<file path="src/rtl/lczo_pkg.sv">
package lczo_pkg;

  typedef enum logic [2:0] {
    OP_NONE   = 3'd0,
    OP_SETSA  = 3'd1,
    OP_ENA    = 3'd2,
    OP_ENA_SH = 3'd3,
    OP_SKIP   = 3'd4,
    OP_CONT   = 3'd5,
    OP_BRK    = 3'd6,
    OP_RSVD   = 3'd7
  } lczo_op_e;

endpackage

</file>
<file path="src/rtl/lczo_pick.sv">
module lczo_pick #(
  parameter int NLOOP = 4,
  parameter int IW    = $clog2(NLOOP)
) (
  input  logic [NLOOP-1:0] flags_i,
  output logic             act_vld_o,
  output logic [IW-1:0]    act_idx_o,
  output logic [NLOOP-1:0] nest_ok_o
);

  // Highest set flag wins: later iterations override earlier ones.
  always_comb begin
    act_vld_o = 1'b0;
    act_idx_o = '0;
    for (int i = 0; i < NLOOP; i++) begin
      if (flags_i[i]) begin
        act_vld_o = 1'b1;
        act_idx_o = IW'(i);
      end
    end
  end

  // A slot may be opened only when free and its parent is in use.
  for (genvar g = 0; g < NLOOP; g++) begin : g_nest
    if (g == 0) begin : g_root
      assign nest_ok_o[g] = !flags_i[g];
    end else begin : g_child
      assign nest_ok_o[g] = !flags_i[g] && flags_i[g-1];
    end
  end

endmodule

</file>
<file path="src/rtl/lczo_slot.sv">
module lczo_slot #(
  parameter int AW = 32,
  parameter int CW = 32
) (
  input  logic          clk,
  input  logic          rst_n,
  input  logic          ld_sa_i,
  input  logic [AW-1:0] sa_d_i,
  input  logic          ld_lc_i,
  input  logic [CW-1:0] lc_d_i,
  input  logic          set_lf_i,
  input  logic          clr_lf_i,
  output logic [AW-1:0] sa_o,
  output logic [CW-1:0] lc_o,
  output logic          lf_o
);

  always_ff @(posedge clk) begin
    if (!rst_n) begin
      sa_o <= '0;
      lc_o <= '0;
      lf_o <= 1'b0;
    end else begin
      if (ld_sa_i) sa_o <= sa_d_i;
      if (ld_lc_i) lc_o <= lc_d_i;
      if (set_lf_i)      lf_o <= 1'b1;
      else if (clr_lf_i) lf_o <= 1'b0;
    end
  end


  lf_excl_chk: assert property (@(posedge clk) disable iff (!rst_n)
    !(set_lf_i && clr_lf_i));

endmodule

</file>
<file path="src/rtl/lczo_ctrl.sv">
module lczo_ctrl
  import lczo_pkg::*;
#(
  parameter int NLOOP = 4,
  parameter int AW    = 32,
  parameter int CW    = 32,
  parameter int IW    = $clog2(NLOOP)
) (
  input  logic [2:0]       op_i,
  input  logic [IW-1:0]    loop_i,
  input  logic [CW-1:0]    data_i,
  input  logic [AW-1:0]    pc_i,
  input  logic             end_i,
  input  logic [NLOOP-1:0] nest_ok_i,
  input  logic             act_vld_i,
  input  logic [IW-1:0]    act_idx_i,
  input  logic [CW-1:0]    act_lc_i,
  input  logic [AW-1:0]    act_sa_i,
  output logic [NLOOP-1:0] ld_sa_o,
  output logic [NLOOP-1:0] ld_lc_o,
  output logic [NLOOP-1:0] set_lf_o,
  output logic [NLOOP-1:0] clr_lf_o,
  output logic [AW-1:0]    sa_d_o,
  output logic [CW-1:0]    lc_d_o,
  output logic             redir_o,
  output logic [AW-1:0]    redir_pc_o,
  output logic             bad_o,
  output logic             short_o,
  output logic             ev_end_jump_o,
  output logic             ev_end_done_o
);

  // Counter still has iterations to run after this pass.
  function automatic logic lc_repeat(input logic [CW-1:0] v);
    return $signed(v) > 1;
  endfunction

  // Counter holds no work at all (zero or negative).
  function automatic logic lc_spent(input logic [CW-1:0] v);
    return $signed(v) < 1;
  endfunction

  function automatic logic [CW-1:0] lc_less(input logic [CW-1:0] v);
    return v - CW'(1);
  endfunction

  function automatic logic [AW-1:0] rel_addr(input logic [AW-1:0] pc,
                                             input logic [CW-1:0] off);
    return pc + AW'(off);
  endfunction

  logic          do_sa, do_lc, do_set, do_clr;
  logic [IW-1:0] sel;
  logic          on_active;

  assign on_active = act_vld_i && (loop_i == act_idx_i);
  assign sa_d_o    = rel_addr(pc_i, data_i);

  always_comb begin
    do_sa         = 1'b0;
    do_lc         = 1'b0;
    do_set        = 1'b0;
    do_clr        = 1'b0;
    sel           = act_idx_i;
    lc_d_o        = '0;
    redir_o       = 1'b0;
    redir_pc_o    = '0;
    bad_o         = 1'b0;
    short_o       = 1'b0;
    ev_end_jump_o = 1'b0;
    ev_end_done_o = 1'b0;
    case (op_i)
      OP_NONE: begin
        if (end_i && act_vld_i) begin
          if (lc_repeat(act_lc_i)) begin
            redir_o       = 1'b1;
            redir_pc_o    = act_sa_i;
            do_lc         = 1'b1;
            lc_d_o        = lc_less(act_lc_i);
            ev_end_jump_o = 1'b1;
          end else begin
            do_clr        = 1'b1;
            ev_end_done_o = 1'b1;
          end
        end
      end
      OP_SETSA: begin
        if (nest_ok_i[loop_i]) begin
          sel   = loop_i;
          do_sa = 1'b1;
        end else begin
          bad_o = 1'b1;
        end
      end
      OP_ENA, OP_ENA_SH: begin
        if (nest_ok_i[loop_i]) begin
          sel     = loop_i;
          do_lc   = 1'b1;
          lc_d_o  = data_i;
          do_set  = 1'b1;
          short_o = (op_i == OP_ENA_SH);
        end else begin
          bad_o = 1'b1;
        end
      end
      OP_SKIP: begin
        if (!on_active) begin
          bad_o = 1'b1;
        end else if (lc_spent(act_lc_i)) begin
          redir_o    = 1'b1;
          redir_pc_o = rel_addr(pc_i, data_i);
          do_clr     = 1'b1;
        end
      end
      OP_CONT: begin
        if (!on_active) begin
          bad_o = 1'b1;
        end else if (lc_repeat(act_lc_i)) begin
          redir_o    = 1'b1;
          redir_pc_o = act_sa_i;
          do_lc      = 1'b1;
          lc_d_o     = lc_less(act_lc_i);
        end else begin
          redir_o    = 1'b1;
          redir_pc_o = rel_addr(pc_i, data_i);
          do_lc      = 1'b1;
          lc_d_o     = '0;
          do_clr     = 1'b1;
        end
      end
      OP_BRK: begin
        if (!on_active) begin
          bad_o = 1'b1;
        end else begin
          redir_o    = 1'b1;
          redir_pc_o = rel_addr(pc_i, data_i);
          do_clr     = 1'b1;
        end
      end
      default: bad_o = 1'b1;
    endcase
  end

  // One-hot fan-out of the shared write strobes to the selected slot.
  for (genvar g = 0; g < NLOOP; g++) begin : g_dec
    logic hit;
    assign hit         = (sel == IW'(g));
    assign ld_sa_o[g]  = do_sa  && hit;
    assign ld_lc_o[g]  = do_lc  && hit;
    assign set_lf_o[g] = do_set && hit;
    assign clr_lf_o[g] = do_clr && hit;
  end

endmodule

</file>
<file path="src/rtl/lczo_top.sv">
module lczo_top #(
  parameter int NLOOP = 4,
  parameter int AW    = 32,
  parameter int CW    = 32,
  parameter int IW    = $clog2(NLOOP)
) (
  input  logic                clk,
  input  logic                rst_n,
  input  logic [2:0]          cmd_op,
  input  logic [IW-1:0]       cmd_loop,
  input  logic [CW-1:0]       cmd_data,
  input  logic                set_end,
  input  logic [AW-1:0]       cur_pc,
  output logic [AW-1:0]       next_pc,
  output logic                next_pc_valid,
  output logic [NLOOP-1:0]    loop_flags,
  output logic                short_flag,
  output logic [NLOOP*CW-1:0] lc_out,
  output logic                cmd_err
);

  logic [CW-1:0]    lc_arr [NLOOP];
  logic [AW-1:0]    sa_arr [NLOOP];
  logic             act_vld;
  logic [IW-1:0]    act_idx;
  logic [NLOOP-1:0] nest_ok;
  logic [CW-1:0]    act_lc;
  logic [AW-1:0]    act_sa;
  logic [NLOOP-1:0] ld_sa, ld_lc, set_lf, clr_lf;
  logic [AW-1:0]    sa_d;
  logic [CW-1:0]    lc_d;
  logic             redir, bad, short_set;
  logic [AW-1:0]    redir_pc;
  logic             ev_end_jump, ev_end_done;
  logic [IW-1:0]    short_idx;

  lczo_pick #(.NLOOP(NLOOP), .IW(IW)) u_pick (
    .flags_i   (loop_flags),
    .act_vld_o (act_vld),
    .act_idx_o (act_idx),
    .nest_ok_o (nest_ok)
  );

  assign act_lc = lc_arr[act_idx];
  assign act_sa = sa_arr[act_idx];

  lczo_ctrl #(.NLOOP(NLOOP), .AW(AW), .CW(CW), .IW(IW)) u_ctrl (
    .op_i          (cmd_op),
    .loop_i        (cmd_loop),
    .data_i        (cmd_data),
    .pc_i          (cur_pc),
    .end_i         (set_end),
    .nest_ok_i     (nest_ok),
    .act_vld_i     (act_vld),
    .act_idx_i     (act_idx),
    .act_lc_i      (act_lc),
    .act_sa_i      (act_sa),
    .ld_sa_o       (ld_sa),
    .ld_lc_o       (ld_lc),
    .set_lf_o      (set_lf),
    .clr_lf_o      (clr_lf),
    .sa_d_o        (sa_d),
    .lc_d_o        (lc_d),
    .redir_o       (redir),
    .redir_pc_o    (redir_pc),
    .bad_o         (bad),
    .short_o       (short_set),
    .ev_end_jump_o (ev_end_jump),
    .ev_end_done_o (ev_end_done)
  );

  for (genvar g = 0; g < NLOOP; g++) begin : g_slot
    lczo_slot #(.AW(AW), .CW(CW)) u_slot (
      .clk      (clk),
      .rst_n    (rst_n),
      .ld_sa_i  (ld_sa[g]),
      .sa_d_i   (sa_d),
      .ld_lc_i  (ld_lc[g]),
      .lc_d_i   (lc_d),
      .set_lf_i (set_lf[g]),
      .clr_lf_i (clr_lf[g]),
      .sa_o     (sa_arr[g]),
      .lc_o     (lc_arr[g]),
      .lf_o     (loop_flags[g])
    );
    assign lc_out[g*CW +: CW] = lc_arr[g];
  end

  always_ff @(posedge clk) begin
    if (!rst_n) begin
      next_pc_valid <= 1'b0;
      next_pc       <= '0;
      cmd_err       <= 1'b0;
      short_flag    <= 1'b0;
      short_idx     <= '0;
    end else begin
      next_pc_valid <= redir;
      if (redir) next_pc <= redir_pc;
      cmd_err <= bad;
      if (short_set) begin
        short_flag <= 1'b1;
        short_idx  <= cmd_loop;
      end else if (short_flag && clr_lf[short_idx]) begin
        short_flag <= 1'b0;
      end
    end
  end

  logic [NLOOP:0] flags_inc;
  assign flags_inc = {1'b0, loop_flags} + (NLOOP+1)'(1);


  flags_packed_chk: assert property (@(posedge clk) disable iff (!rst_n)
    $onehot(flags_inc));


  err_frozen_chk: assert property (@(posedge clk) disable iff (!rst_n)
    cmd_err |-> ($stable(loop_flags) && !next_pc_valid));


  short_owner_chk: assert property (@(posedge clk) disable iff (!rst_n)
    short_flag |-> loop_flags[short_idx]);


  end_dec_chk: assert property (@(posedge clk) disable iff (!rst_n)
    ev_end_jump |=> (next_pc_valid && act_lc == $past(act_lc) - CW'(1)));


  end_done_chk: assert property (@(posedge clk) disable iff (!rst_n)
    ev_end_done |=> (!next_pc_valid &&
                     $countones(loop_flags) == $countones($past(loop_flags)) - 1));

endmodule

</file>
<file path="config.mk">
export PLATFORM = sky130hd
export DESIGN_NAME = lczo_top
export DESIGN_NICKNAME = d
export VERILOG_FILES = /design/src/rtl/lczo_pkg.sv /design/src/rtl/lczo_pick.sv /design/src/rtl/lczo_slot.sv /design/src/rtl/lczo_ctrl.sv /design/src/rtl/lczo_top.sv
export SDC_FILE = /design/constraint.sdc
export NUM_CORES = 1
export LEC_CHECK = 0
export ABC_AREA = 1
export BUFFER_PORTS_ARGS = -buffer_cell sky130_fd_sc_hd__buf_4
export CORE_UTILIZATION = 50
export CTS_BUF_LIST = sky130_fd_sc_hd__clkbuf_2
export CTS_CLUSTER_DIAMETER = 40
export CTS_CLUSTER_SIZE = 10
export DETAILED_ROUTE_END_ITERATION = 8
export PLACE_DENSITY = 0.8
export SLEW_MARGIN = 20
export SYNTH_ARGS = -nofsm -noshare
export SYNTH_HDL_FRONTEND = slang
export SYNTH_HIERARCHICAL = 1
export SYNTH_SLANG_ARGS = --single-unit
export TNS_END_PERCENT = 5
</file>
<file path="constraint.sdc">
create_clock -name clk -period 7.7 [get_ports clk]
set_input_delay 0.77 -clock clk [delete_from_list [all_inputs] [get_ports clk]]
set_output_delay 0.77 -clock clk [all_outputs]
set_load 0.02 [all_outputs]
</file>
## After elaboration in Yosys (flattened, before gate mapping)

Cells that the tools add are included.
Widths: inputs -> output; s select.

- Output and inout bits: 167
- Input port bits: 72
- Word-level logic and storage cells: 133
- Bits in registers: 297

- Magnitude comparators: 5
- Reduce and logical (&&, ||, !) cells: 37
- Multiplexer cells: 61
- $add $sub $neg: 2
- Equal/unequal tests: 10
- Bitwise gates (word level): 1

Operators by type and width:

| kind | count |
|---|---|
| $mux 32 | 15 |
| $bmux 32 s2 | 2 |
| $pmux 32 s4 | 1 |
| $pmux 32 s3 | 1 |
| $add 32x32->32 | 1 |
| $gt 32x2->1 const B | 1 |
| $lt 32x2->1 const B | 1 |
| $mux 1 | 32 |
| $sub 32x1->32 const B | 1 |
| $logic_and 1x1->1 | 22 |
| $reduce_bool 2->1 | 5 |
| $eq 3x3->1 const B | 3 |
| $pmux 1 s3 | 3 |
| $mux 2 | 4 |
| $eq 3x2->1 const B | 2 |
| $lt 2x3->1 const B | 2 |
| $reduce_or 3->1 | 2 |
| $bmux 1 s2 | 2 |
| $eq 2x2->1 const B | 2 |
| $logic_not 1->1 | 4 |
| $pmux 1 s4 | 1 |
| $reduce_or 2->1 | 2 |
| $eq 3x1->1 const B | 1 |
| $ge 3x3->1 const B | 1 |
| other kinds (5) | 5 |

## Longest topological paths before layout

Gate-level depths: netlist of run 1.

- Word-level depth: 17
- Gate-level depth with buffers: 26
- Gate-level depth less buffers: 23

## Hierarchy

Netlist of run 1, hierarchy kept.

By module, submodules not included:

| module | instances | sequential area each (um^2) | cells each | area each (um^2) |
|---|---|---|---|---|
| lczo_slot | 4 | 1301.2 | 283 | 2317.2 |
| lczo_ctrl | 1 | 0.0 | 939 | 4521.8 |
| lczo_top | 1 | 740.7 | 528 | 3080.5 |
| lczo_pick | 1 | 0.0 | 12 | 45.0 |

## Worst setup path before layout of run 1

OpenSTA, ideal clock, no wires.

- Path kind: register to register
- Start: register g_slot[2].u_slot.lf_o
- End: register g_slot[0].u_slot.lc_o[12]
- Setup slack: 4326 ps
- Data required time: 7584 ps
- Period minus slack after synthesis: 3374 ps
- Arrival: 3258 ps
- Cell stages (with the launch flop): 25
- Buffers on the path: 4
- Library setup time: 116 ps
- Path through: dfxtp_1 -> inv_1 -> nand2_1 -> nand2_1 -> buf_6 -> inv_2 -> buf_6 -> buf_6 -> nor2_1 -> o22ai_1 -> inv_1 -> ha_1 -> nand2_4 -> nor2_4 -> nand2_4 -> inv_4 -> nand2_4 -> nand3_4 -> inv_1 -> nand2_1 -> a21oi_1 -> inv_2 -> buf_6 -> nor2_1 -> nor2_1

- Cells in the longest elaborated chain, start to end: 11
- Elaborated cells on any way between the ends: 32
- Those cells by class: add/sub (1); order compare (1); eq/ne (1); mux (21); bitwise (1); reduce/logical (7)

Ends and longest elaborated chain:

| item | RTL line | source |
|---|---|---|
| start: declaration | lczo_slot.sv:15 | `output logic lf_o` |
| start signal: assignment | lczo_slot.sv:22 | `lf_o <= 1'b0;` |
| start signal: assignment | lczo_slot.sv:26 | `if (set_lf_i) lf_o <= 1'b1;` |
| start signal: assignment | lczo_slot.sv:27 | `else if (clr_lf_i) lf_o <= 1'b0;` |
| $mux 2 (2 in series) | lczo_pick.sv:16 | `if (flags_i[i]) begin` |
| net act_idx[0] | lczo_top.sv:25 | `logic [IW-1:0] act_idx;` |
| $not 2->3 (implied by the code) | lczo_top.sv:44 | `assign act_lc = lc_arr[act_idx];` |
| $bmux 32 s2 | lczo_top.sv:44 |  |
| $mux 32 (implied by the code) (2 in series) | lczo_top.sv:44 |  |
| net act_lc[0] | lczo_top.sv:27 | `logic [CW-1:0] act_lc;` |
| $gt 32x2->1 | lczo_ctrl.sv:35 | `return $signed(v) > 1;` |
| $mux 1 | lczo_ctrl.sv:75 | `if (lc_repeat(act_lc_i)) begin` |
| $mux 1 | lczo_ctrl.sv:74 | `if (end_i && act_vld_i) begin` |
| $pmux 1 s3 | lczo_ctrl.sv:72 | `case (op_i)` |
| $logic_and 1x1->1 | lczo_ctrl.sv:149 | `assign ld_lc_o[g] = do_lc && hit;` |
| net ld_lc[0] | lczo_top.sv:29 | `logic [NLOOP-1:0] ld_sa, ld_lc, set_lf, clr_lf;` |
| end signal: assignment | lczo_slot.sv:25 | `if (ld_lc_i) lc_o <= lc_d_i;` |
| end: declaration | lczo_slot.sv:14 | `output logic [CW-1:0] lc_o,` |

The timed path passes the listed nets, and every way through them passes these cells. The select of a mux whose other input is x is not followed.
A chain may end at the register's enable or synchronous reset.

## Worst setup path after layout of run 1

- Start: register g_slot[1].u_slot.lf_o
- End: register next_pc[2]

- Cells in the longest elaborated chain, start to end: 11
- Elaborated cells on any way between the ends: 32
- Those cells by class: order compare (2); eq/ne (1); mux (26); bitwise (1); reduce/logical (2)

Ends and longest elaborated chain:

| item | RTL line | source |
|---|---|---|
| start: declaration | lczo_slot.sv:15 |  |
| start signal: assignment | lczo_slot.sv:22 |  |
| start signal: assignment | lczo_slot.sv:26 |  |
| start signal: assignment | lczo_slot.sv:27 |  |
| $mux 1 * | lczo_pick.sv:16 |  |
| $mux 2 * (2 in series) | lczo_pick.sv:16 |  |
| net act_idx[0] | lczo_top.sv:25 |  |
| $not 2->3 (implied by the code) * | lczo_top.sv:44 |  |
| $bmux 32 s2 * | lczo_top.sv:44 |  |
| $mux 32 (implied by the code) * (2 in series) | lczo_top.sv:44 |  |
| net act_lc[0] | lczo_top.sv:27 |  |
| $lt 32x2->1 / $gt 32x2->1 (equally long branches) | lczo_ctrl.sv:40, lczo_ctrl.sv:35 |  |
| $mux 1, on equally long branches | lczo_ctrl.sv:109, lczo_ctrl.sv:75 |  |
| $mux 1, on equally long branches | lczo_ctrl.sv:107, lczo_ctrl.sv:74 |  |
| $pmux 1 s3 * | lczo_ctrl.sv:72 |  |
| net redir | lczo_top.sv:32 | `logic redir, bad, short_set;` |
| end signal: assignment | lczo_top.sv:98 | `if (redir) next_pc <= redir_pc;` |
| end: declaration | lczo_top.sv:14 | `output logic [AW-1:0] next_pc,` |

Mark *: on every way through the listed nets, which the timed path passes. The rest lies on a longest branch. The select of a mux whose other input is x is not followed.

==> metrics.csv, run 1 <==
metric;value;unit
yosys_warnings;6;
dr.pass1.iters;8;
fin_skew;109;ps
fmax;0.187;GHz
relSlewSlack;31.6;%
initial_core_util;51.4;%
drtAntennaViolNets;0;
p_clk_share;28.6;%
multi_input_area;9130;sq um
drcViolationCount;0;
max_stage_delay;890;ps
cts.sinks;297;
core_area;32900;sq um
rsz0062_at_grt;false;
rr_startpoint;g_slot[1].u_slot/lf_o;
clockBufferDepth;3;
min_from;cmd_loop[1];
critPathMaxFanout;65;
postCtsSetupRepairBufs;0;
hold_viol;0;
drt_iter0_drc;1807;
totalPowerFinal;3.14;mW
syn2layout_area_growth;11.1;%
hold_path.class;primary input to flop;
critPathRequiredTime;8490;ps
synthCells;2609;
port_buffers;238;
cp-start-kind;flop;
r2r_setup_slack;2340;ps
finalSetupViolations;0;
final_cell_mix;nor2_1 (757), nand2_1 (421), o21ai_0 (328), dfxtp_1 (297), buf_4 (254);
rows;66;
period_minus_slack;5360;ps
nNetsFinal;2877;
comb_power_share;21.1;%
min_path_cells;3;
cts_resized;0;
seq_area;5950;sq um
finalSetupTns;0;ps
die_w;186;um
worstPathBufferInverterCount;6;
critPathArrivalTime;6150;ps
wire_per_inst;17.8;um
timing.critical_path.mode_cell;nand2_4;
wl;57600;um
p_sw_share;34.0;%
p_int;2.08;mW
drive_above_1_share;14.8;%
grt_pass1_wl;89100;um
finalMaxSlewViolations;0;
place_congestion;0.981;
h-tree-depth;2;
leakagePower;9.87;nW
antenna_found_initial;3;
cap_violations;0;
syn_nets;2715;
status;finished clean;
hold_end;short_idx[1];
chipHeight;186;um
peakVddDrop;0.140;mV
tightestPinTransition;1030;ps
seqPwrFrac;50.3;%
io_pins;239;
cts_root_buf;clkbuf_2;
reg2reg_depth;20;
worstPathCellList;nand2_1 -> nand2_4 -> clkinv_2 -> o21ai_0 -> o22ai_1 -> inv_1 -> ha_1 -> nand2_4 -> nor2_4 -> nand2_4 -> inv_4 -> nand2_4 -> nand3_4 -> inv_1 -> nand2_1 -> nand3b_1 -> buf_4 -> inv_1 -> nor2_1 -> nor2_1;
mostFrequentLayoutCell;nor2_1;
crit_path_end_kind;flop;
avgSynthCellArea;6.48;sq um
fin_crit_sh;69.6;%
dpl-instance-area;18300;sq um
first_global_vias;16900;
dp_hpwl;38800;um
numCtsBuffers;43;
fin_ws;2340;ps
slowest_stage;clkinv_2;
dieArea;34600;sq um
critical-path-top-delay-family;buffers and inverters;
syn_area;16900;sq um
cts_tree;done;
final_area;18800;sq um
track_usage;32.8;%
clk-insertion-delay-late;920;ps
nFillCells;3302;
gr-total-overflow;0;
holdBufCountCts;0;
vias_per_cell;5.60;
path_clk_slew;160;ps
rr_endpoint;next_pc[2];
vias;18100;
p_sw;1.07;mW
grt_max_degree;169;
pre_cts_slack;2410;ps
crit_type;flop to flop;
p_per_area;167;nW/um^2
[per-layer routing]
metal / global-route usage (%) / wire (um) / vias up
met2: 55.5 / 27300 / 993
met4: 16.5 / 2390 / 2
met3: 7.30 / 6100 / 192
met5: 0 / 12 / -
li1: - / - / 8656
met1: 39.0 / 21800 / 8277
[sequential cells by signal, summed over array words and instances, names as in the netlist]
register and cells:
short_flag 1, short_idx 2, next_pc_valid 1, next_pc 32
g_slot.u_slot/sa_o 128, g_slot.u_slot/lc_o 128, g_slot.u_slot/lf_o 4, cmd_err 1
[how the worst max path moves through the flow]
stage	startpoint	endpoint	slack [ps]	cells past startpoint
CTS	g_slot[1].u_slot/lf_o	next_pc[2]	2400	20
global route	g_slot[1].u_slot/lf_o	next_pc[2]	1850	20
detailed placement	g_slot[1].u_slot/lf_o	next_pc[2]	2410	20
global placement	g_slot[1].u_slot/lf_o	next_pc[8]	2680	20
finish	g_slot[1].u_slot/lf_o	next_pc[2]	2340	20
floorplan	g_slot[2].u_slot/lf_o	g_slot[0].u_slot/lc_o[12]	4340	24
[power by group through the flow]
| stage | registers (mW) | logic [mW] | clock network [mW] |
|---|---|---|---|
| after CTS | 1.58 | 0.646 | 0.905 |
| after global placement | 1.61 | 0.634 | 0 |
| final | 1.58 | 0.663 | 0.899 |
| after floorplan | 1.63 | 0.431 | 0 |
| after global routing | 1.59 | 0.717 | 0.969 |
| after detailed placement | 1.61 | 0.644 | 0 |
[worst register-to-register path, stage by stage (launching register included)]
cell and delay (ps):
dfxtp_1 440, nand2_1 130, nand2_4 480, clkinv_2 950, o21ai_0 460, o22ai_1 210
inv_1 100, ha_1 320, nand2_4 100, nor2_4 150, nand2_4 100, inv_4 70
nand2_4 50, nand3_4 110, inv_1 50, nand2_1 190, nand3b_1 160, buf_4 250
inv_1 730, nor2_1 130, nor2_1 130
[area by class of cell]
type	instances	share of cell area, %
diodes	2	0.0267
well taps	442	2.95
inverters	201	4.04
clock inverters	20	1.18
flip-flops and latches	297	31.7
repair buffers	256	10.4
multi-input cells	1972	48.6
clock buffers	43	1.15
[metrics by stage]
step	util, %	hold slack, ps	instances
3_3_place_gp	55.7	458	3167
4_1_cts	57.0	218	3230
5_1_grt	57.1	288	3232
6_report	57.1	250	3233
3_5_place_dp	55.7	468	3167
2_1_floorplan	-	445	2609
No activity file was read; power rests on OpenSTA's default activity.
==> run 2, diff against run 1 <==
Settings changed: ABC_AREA 1 to 0.
Clock period 7.7 ns to 5.2 ns, I/O delays scaled along.
==> run 2 against run 1 <==
Via count down 33%. Critical path depth down 8. Sequential share of layout area up 0.36 points. Flip-flop and latch count unchanged.
==> metrics.csv, run 2 <==
metric;value;unit;change
clockBufferDepth;3;;unchanged
grt_pass1_wl;65500;um;-27%
reg_top3;g_slot.u_slot/lc_o: 128 flops, g_slot.u_slot/sa_o: 128 flops, next_pc: 32 flops;;
worstPathBufferInverterCount;0;;-6
numCtsBuffers;43;;unchanged
path_clk_slew;180;ps;+20 ps
hold_viol;0;;unchanged
drt_iter0_drc;750;;-58%
synth_top_area_share;36.3;%;
final_cells;2209;;-32%
antenna_found_initial;4;;+1
cts_root_buf;clkbuf_2;;
finalMaxSlewViolations;0;;unchanged
finalSetupTns;0;ps;unchanged
rr_endpoint;short_flag;;
crit_path_end_kind;flop;;
synth-seq-area-share;36.3;%;
cts.sinks;297;;unchanged
worstPathCellList;and2b_1 -> or2_4 -> mux4_2 -> or4_4 -> or3_1 -> nor4_1 -> a41oi_1 -> o21ai_2 -> nor2_1 -> nor2_1 -> mux2_2 -> o221ai_1;;
dieArea;33500;sq um;-3.1%
synth_flop_cell;dfxtp_1;;
yosys.cell_types.count;64;;
yosys-top-cells-area;dfxtp_1 (36%), mux2i_1 (18%), nor2b_1 (11%);;
critPathRequiredTime;5880;ps;-2610 ps
nNetsFinal;1850;;-36%
seqPwrFrac;53.8;%;+3.5 points
postCtsSetupRepairBufs;0;;unchanged
dp_cells;2132;;-33%
hold_path.class;primary input to flop;;
p_per_area;229;nW/um^2;+37%
gr-total-overflow;0;;unchanged
core_area;31900;sq um;-3.0%
slowest_stage;o21ai_2;;
clk-insertion-delay-late;830;ps;-90 ps
critPathMaxFanout;14;;-78%
critPathArrivalTime;5480;ps;-670 ps
synth_top_family_by_area;multiplexers;;
port_buffers;238;;unchanged
fin_skew;45.5;ps;-63.6 ps
syn_area;16400;sq um;-3.2%
peakVddDrop;0.145;mV;+3.2%
p_sw_share;27.6;%;-6.3 points
synth-adder-area-share;2.64;%;
synth-simple-area-share;17.3;%;
min_path_cells;4;;+1
vias_per_cell;5.53;;-1.4%
dr.pass1.iters;5;;-3
final_core_util;58.2;%;+1.1 points
syn_nets;1642;;-40%
track_usage;24.7;%;-8.2 points
syn2layout_area_growth;13.4;%;
critical-path-top-delay-family;simple AND/OR/NAND/NOR gates;;
finalSetupViolations;0;;unchanged
place_congestion;0.907;;-7.5%
io_pins;239;;unchanged
yosys_warnings;6;;unchanged
cts_tree;done;;
fmax;0.209;GHz;+12%
yosys.area.top_type;dfxtp_1;;
max_stage_delay;790;ps;-100 ps
hold_end;cmd_err;;
final_cell_mix;nor2b_1 (299), dfxtp_1 (297), mux2i_1 (292), buf_4 (257), nand2_1 (72);;
initial_core_util;51.4;%;-0.081 points
synthMuxAreaShare;26.9;%;
grt_max_degree;109;;-36%
tightestPinTransition;1120;ps;+89.2 ps
rr_startpoint;g_slot[2].u_slot/lf_o;;
cap_violations;0;;unchanged
rsz0062_at_grt;false;;
wl;42100;um;-27%
relSlewSlack;25.5;%;-6.1 points
die_w;183;um;-1.6%
mostFrequentLayoutCell;nor2b_1;;
h-tree-depth;2;;unchanged
synthCells;1536;;-41%
dp_hpwl;29900;um;-23%
multi_input_area;9480;sq um;+3.8%
first_global_vias;12000;;-29%
synth_edf_count;0;;
synth_xor_area_share;3.10;%;
synth_compound_area_share;7.43;%;
p_sw;1.18;mW;+10%
synth_seq_cells;297;;
timing.critical_path.mode_cell;nor2_1;;
crit_type;flop to flop;;
yosysMostFrequentCell;nor2b_1;;
comb_power_share;12.3;%;-8.8 points
synthTopCellsByCount;nor2b_1 (299), dfxtp_1 (297), mux2i_1 (292), nand2_1 (73), mux4_2 (60);;
drive_above_1_share;23.4;%;+8.6 points
avgSynthCellArea;10.7;sq um;+65%
wire_per_inst;19.1;um;+7.0%
synth-async-reset-ratio;0;%;
p_int;3.08;mW;+48%
drtAntennaViolNets;0;;unchanged
chipHeight;183;um;-1.6%
p_clk_share;33.9;%;+5.3 points
r2r_setup_slack;410;ps;-1940 ps
reg2reg_depth;12;;-40%
seq_area;5950;sq um;unchanged
cp-start-kind;flop;;
fin_crit_sh;92.2;%;+23 points
status;finished clean;;
rows;65;;-1.5%
nFillCells;2790;;-16%
vias;12200;;-33%
period_minus_slack;4790;ps;-565 ps
drcViolationCount;0;;unchanged
leakagePower;6.66;nW;-33%
min_from;cmd_op[2];;
-- run 2: worst max-delay path by stage --
stage                          startpoint                         to  slack (ps)  depth (start not counted)
detailed placement  g_slot[1].u_slot/lf_o                 short_flag         500                         12
global placement    g_slot[2].u_slot/lf_o                 short_flag         570                         12
floorplan           g_slot[2].u_slot/lf_o  g_slot[1].u_slot/lc_o[12]         920                         17
global route        g_slot[1].u_slot/lf_o                 short_flag          70                         12
CTS                 g_slot[1].u_slot/lf_o                 short_flag         420                         12
finish              g_slot[2].u_slot/lf_o                 short_flag         410                         12
-- run 2: stage by stage --
step	setup slack, ps	area [sq um]	power [mW]	hold WS, ps
after global placement	567	18000	2.84	487
after global routing	72.4	18600	4.44	46.3
final	406	18600	4.25	109
after detailed placement	501	18000	2.85	499
after floorplan	918	16400	2.69	474
after CTS	421	18600	4.28	34.9
-- run 2: logic make-up (layout without fill, tap and decap cells) --
group | count (synthesis) | after routing
fa+ha+maj | 34 | 34
compound gates | 182 | 182
buf+inv | 113 | 349
mux | 359 | 359
simple gates | 493 | 493
flops | 297 | 297
other cells | 0 | 2
xor+xnor | 58 | 58
-- run 2: timing repair --
action | 4_1_cts | 5_1_grt
resized for setup | 0 | 0
endpoints found under the hold margin | 2 | 0
endpoints found under the setup margin | 0 | 0
hold buffers | 2 | 0
-- run 2: per-layer routing --
layer / GRT usage (%) / vias to the layer above / share of wire [%] / wire length, um
met5: 0 / - / 0.074 / 31
met4: 8.53 / 4 / 2.6 / 1110
met3: 4.63 / 81 / 6.3 / 2640
met2: 40.6 / 367 / 47 / 19600
met1: 32.3 / 5885 / 44 / 18700
li1: - / 5876 / - / -
-- run 2: power by group through the flow --
stage	Combinational (mW)	Clock (mW)	Sequential, mW
final	0.522	1.44	2.29
after global routing	0.562	1.58	2.29
after CTS	0.515	1.48	2.29
after detailed placement	0.512	0	2.34
after global placement	0.504	0	2.34
after floorplan	0.350	0	2.34
-- run 2: final cells by class --
| type | count | area share, % |
|---|---|---|
| repair buffers | 263 | 10.9 |
| clock inverters | 23 | 1.47 |
| clock buffers | 50 | 1.35 |
| diodes | 2 | 0.0270 |
| inverters | 13 | 0.263 |
| multi-input cells | 1126 | 51.0 |
| well taps | 435 | 2.93 |
| flip-flops and latches | 297 | 32.0 |
-- run 2: tightest hold or removal path, cell delays in order --
cell     delay [ps]
buf_4           100
nor2_1           40
a21oi_1          90
and2_1          120
==> run 3, diff against run 2 <==
Settings changed: CTS_BUF_LIST sky130_fd_sc_hd__clkbuf_2 to not set.
Clock period 5.2 ns to 5.4 ns, I/O delays scaled along.
==> run 3 against run 2 <==
Critical path type unchanged. Critical endpoint is now g_slot[0].u_slot/lc_o[15]. Final area is 4.6% higher. Combinational power is 2% lower. Die area stayed put. Highest routed layer unchanged. Sequential share of layout area is 1.4 points lower. Setup slack worse by 22 ps.
==> metrics.csv, run 3 (synthesis results as in run 2) <==
metric;value;unit;change
status;finished clean;;
peakVddDrop;0.218;mV;+51%
reg2reg_depth;15;;+3
first_global_vias;12500;;+4.6%
fin_ws;384;ps;-21.7 ps
holdBufCountCts;0;;-2
track_usage;25.8;%;+1.1 points
dr.pass1.iters;5;;unchanged
tightestPinTransition;1120;ps;-0.447 ps
mostFrequentLayoutCell;nor2b_1;;
crit_type;flop to flop;;
rr_endpoint;g_slot[0].u_slot/lc_o[15];;
cts_resized;0;;unchanged
pre_cts_slack;418;ps;-83.1 ps
hold_viol;0;;unchanged
worstPathCellList;and2b_1 -> or2_4 -> mux4_2 -> or4_4 -> or3_1 -> nor4_1 -> a41oi_1 -> inv_1 -> nor2_1 -> nor3_2 -> buf_4 -> nor2_4 -> buf_4 -> mux2i_1 -> nor2b_1;;
clockBufferDepth;3;;unchanged
core_area;31900;sq um;unchanged
fmax;0.199;GHz;-4.4%
rr_startpoint;g_slot[1].u_slot/lf_o;;
nFillCells;2663;;-4.6%
drt_iter0_drc;851;;+13%
place_congestion;0.918;;+1.2%
slowest_stage;mux4_2;;
drcViolationCount;0;;unchanged
max_stage_delay;630;ps;-160 ps
dp_hpwl;30500;um;+2.0%
min_path_cells;3;;-1
relSlewSlack;25.5;%;+0.030 points
cts_tree;done;;
critPathRequiredTime;5800;ps;-80 ps
leakagePower;6.98;nW;+4.8%
wire_per_inst;19.8;um;+3.7%
final_cell_mix;nor2b_1 (299), dfxtp_1 (297), mux2i_1 (292), buf_4 (256), nand2_1 (72);;
h-tree-depth;2;;unchanged
hold_slack;346;ps;+237 ps
final_area;19400;sq um;+4.6%
critPathArrivalTime;5420;ps;-60 ps
path_clk_slew;50;ps;-130 ps
cts_root_buf;clkbuf_16;;
critPathMaxFanout;21;;+7
worstPathBufferInverterCount;3;;+3
grt_pass1_wl;68900;um;+5.2%
min_from;cmd_loop[1];;
nNetsFinal;1849;;-0.054%
dpl-instance-area;18000;sq um;+0.18%
seq_area;5950;sq um;unchanged
rows;65;;unchanged
port_buffers;238;;unchanged
cp-start-kind;flop;;
critical-path-top-delay-family;simple AND/OR/NAND/NOR gates;;
reg_top3;g_slot.u_slot/lc_o: 128 flops, g_slot.u_slot/sa_o: 128 flops, next_pc: 32 flops;;
fin_crit_sh;92.9;%;+0.69 points
initial_core_util;51.4;%;unchanged
antenna_found_initial;3;;-1
cts.sinks;297;;unchanged
postCtsSetupRepairBufs;0;;unchanged
finalSetupViolations;0;;unchanged
finalMaxSlewViolations;0;;unchanged
drtAntennaViolNets;0;;unchanged
hold_path.class;primary input to flop;;
syn2layout_area_growth;18.6;%;
grt_max_degree;123;;+13%
vias;12300;;+0.55%
dieArea;33500;sq um;unchanged
vias_per_cell;5.57;;+0.78%
clk-insertion-delay-late;520;ps;-310 ps
numCtsBuffers;43;;unchanged
cap_violations;0;;unchanged
period_minus_slack;5020;ps;+222 ps
multi_input_area;9480;sq um;unchanged
die_w;183;um;unchanged
p_per_area;278;nW/um^2;+21%
rsz0062_at_grt;false;;
chipHeight;183;um;unchanged
fin_skew;14.1;ps;-31.5 ps
crit_path_end_kind;flop;;
io_pins;239;;unchanged
r2r_setup_slack;380;ps;-20 ps
hold_end;short_idx[1];;
finalSetupTns;0;ps;unchanged
gr-total-overflow;0;;unchanged
drive_above_1_share;23.3;%;-0.10 points
final_core_util;60.9;%;+2.7 points
timing.critical_path.mode_cell;buf_4;;
wl;43600;um;+3.5%
run 3: through the flow:
stage,instances,total power [mW]
finish,2204,5.40
global route,2203,5.57
CTS,2202,5.43
detailed placement,2133,2.75
global placement,2133,2.74
floorplan,1536,2.59
run 3: per-layer routing:
layer / vias up / track usage (%) / wire length (um)
li1: 5850 / - / -
met1: 5928 / 33.0 / 18900
met2: 428 / 43.4 / 20800
met3: 72 / 5.46 / 3020
met4: 2 / 8.17 / 830
met5: - / 0 / 17
run 3: layout make-up:
cell class | count | area share, %
flip-flops and latches | 297 | 30.6
multi-input cells | 1126 | 48.8
inverters | 13 | 0.251
repair buffers | 262 | 10.5
clock buffers | 55 | 6.15
clock inverters | 14 | 0.902
well taps | 435 | 2.80
diodes | 2 | 0.0258
run 3: worst max-delay path by stage:
stage | start | end | slack, ps | depth (start not counted)
finish | g_slot[1].u_slot/lf_o | g_slot[0].u_slot/lc_o[15] | 380 | 15
global route | g_slot[1].u_slot/lf_o | g_slot[0].u_slot/lc_o[19] | 130 | 15
CTS | g_slot[1].u_slot/lf_o | g_slot[0].u_slot/lc_o[15] | 370 | 15
detailed placement | g_slot[2].u_slot/lf_o | g_slot[0].u_slot/lc_o[16] | 420 | 15
global placement | g_slot[2].u_slot/lf_o | g_slot[0].u_slot/lc_o[10] | 440 | 15
floorplan | g_slot[2].u_slot/lf_o | g_slot[1].u_slot/lc_o[12] | 1120 | 17
run 3: worst register-to-register path, cell delays in order, from the launching register on:
cell	delay, ps
dfxtp_1	390
and2b_1	170
or2_4	400
mux4_2	640
or4_4	580
or3_1	410
nor4_1	510
a41oi_1	430
inv_1	240
nor2_1	90
nor3_2	140
buf_4	200
nor2_4	170
buf_4	290
mux2i_1	180
nor2b_1	60
run 3: power by group:
part           switching (mW)  internal, mW  total, mW  leakage (nW)
logic                   0.307         0.202      0.509          3.93
registers             0.00414          2.20       2.20          2.39
clock network           0.988          1.70       2.68         0.660
total                    1.30          4.10       5.40          6.98
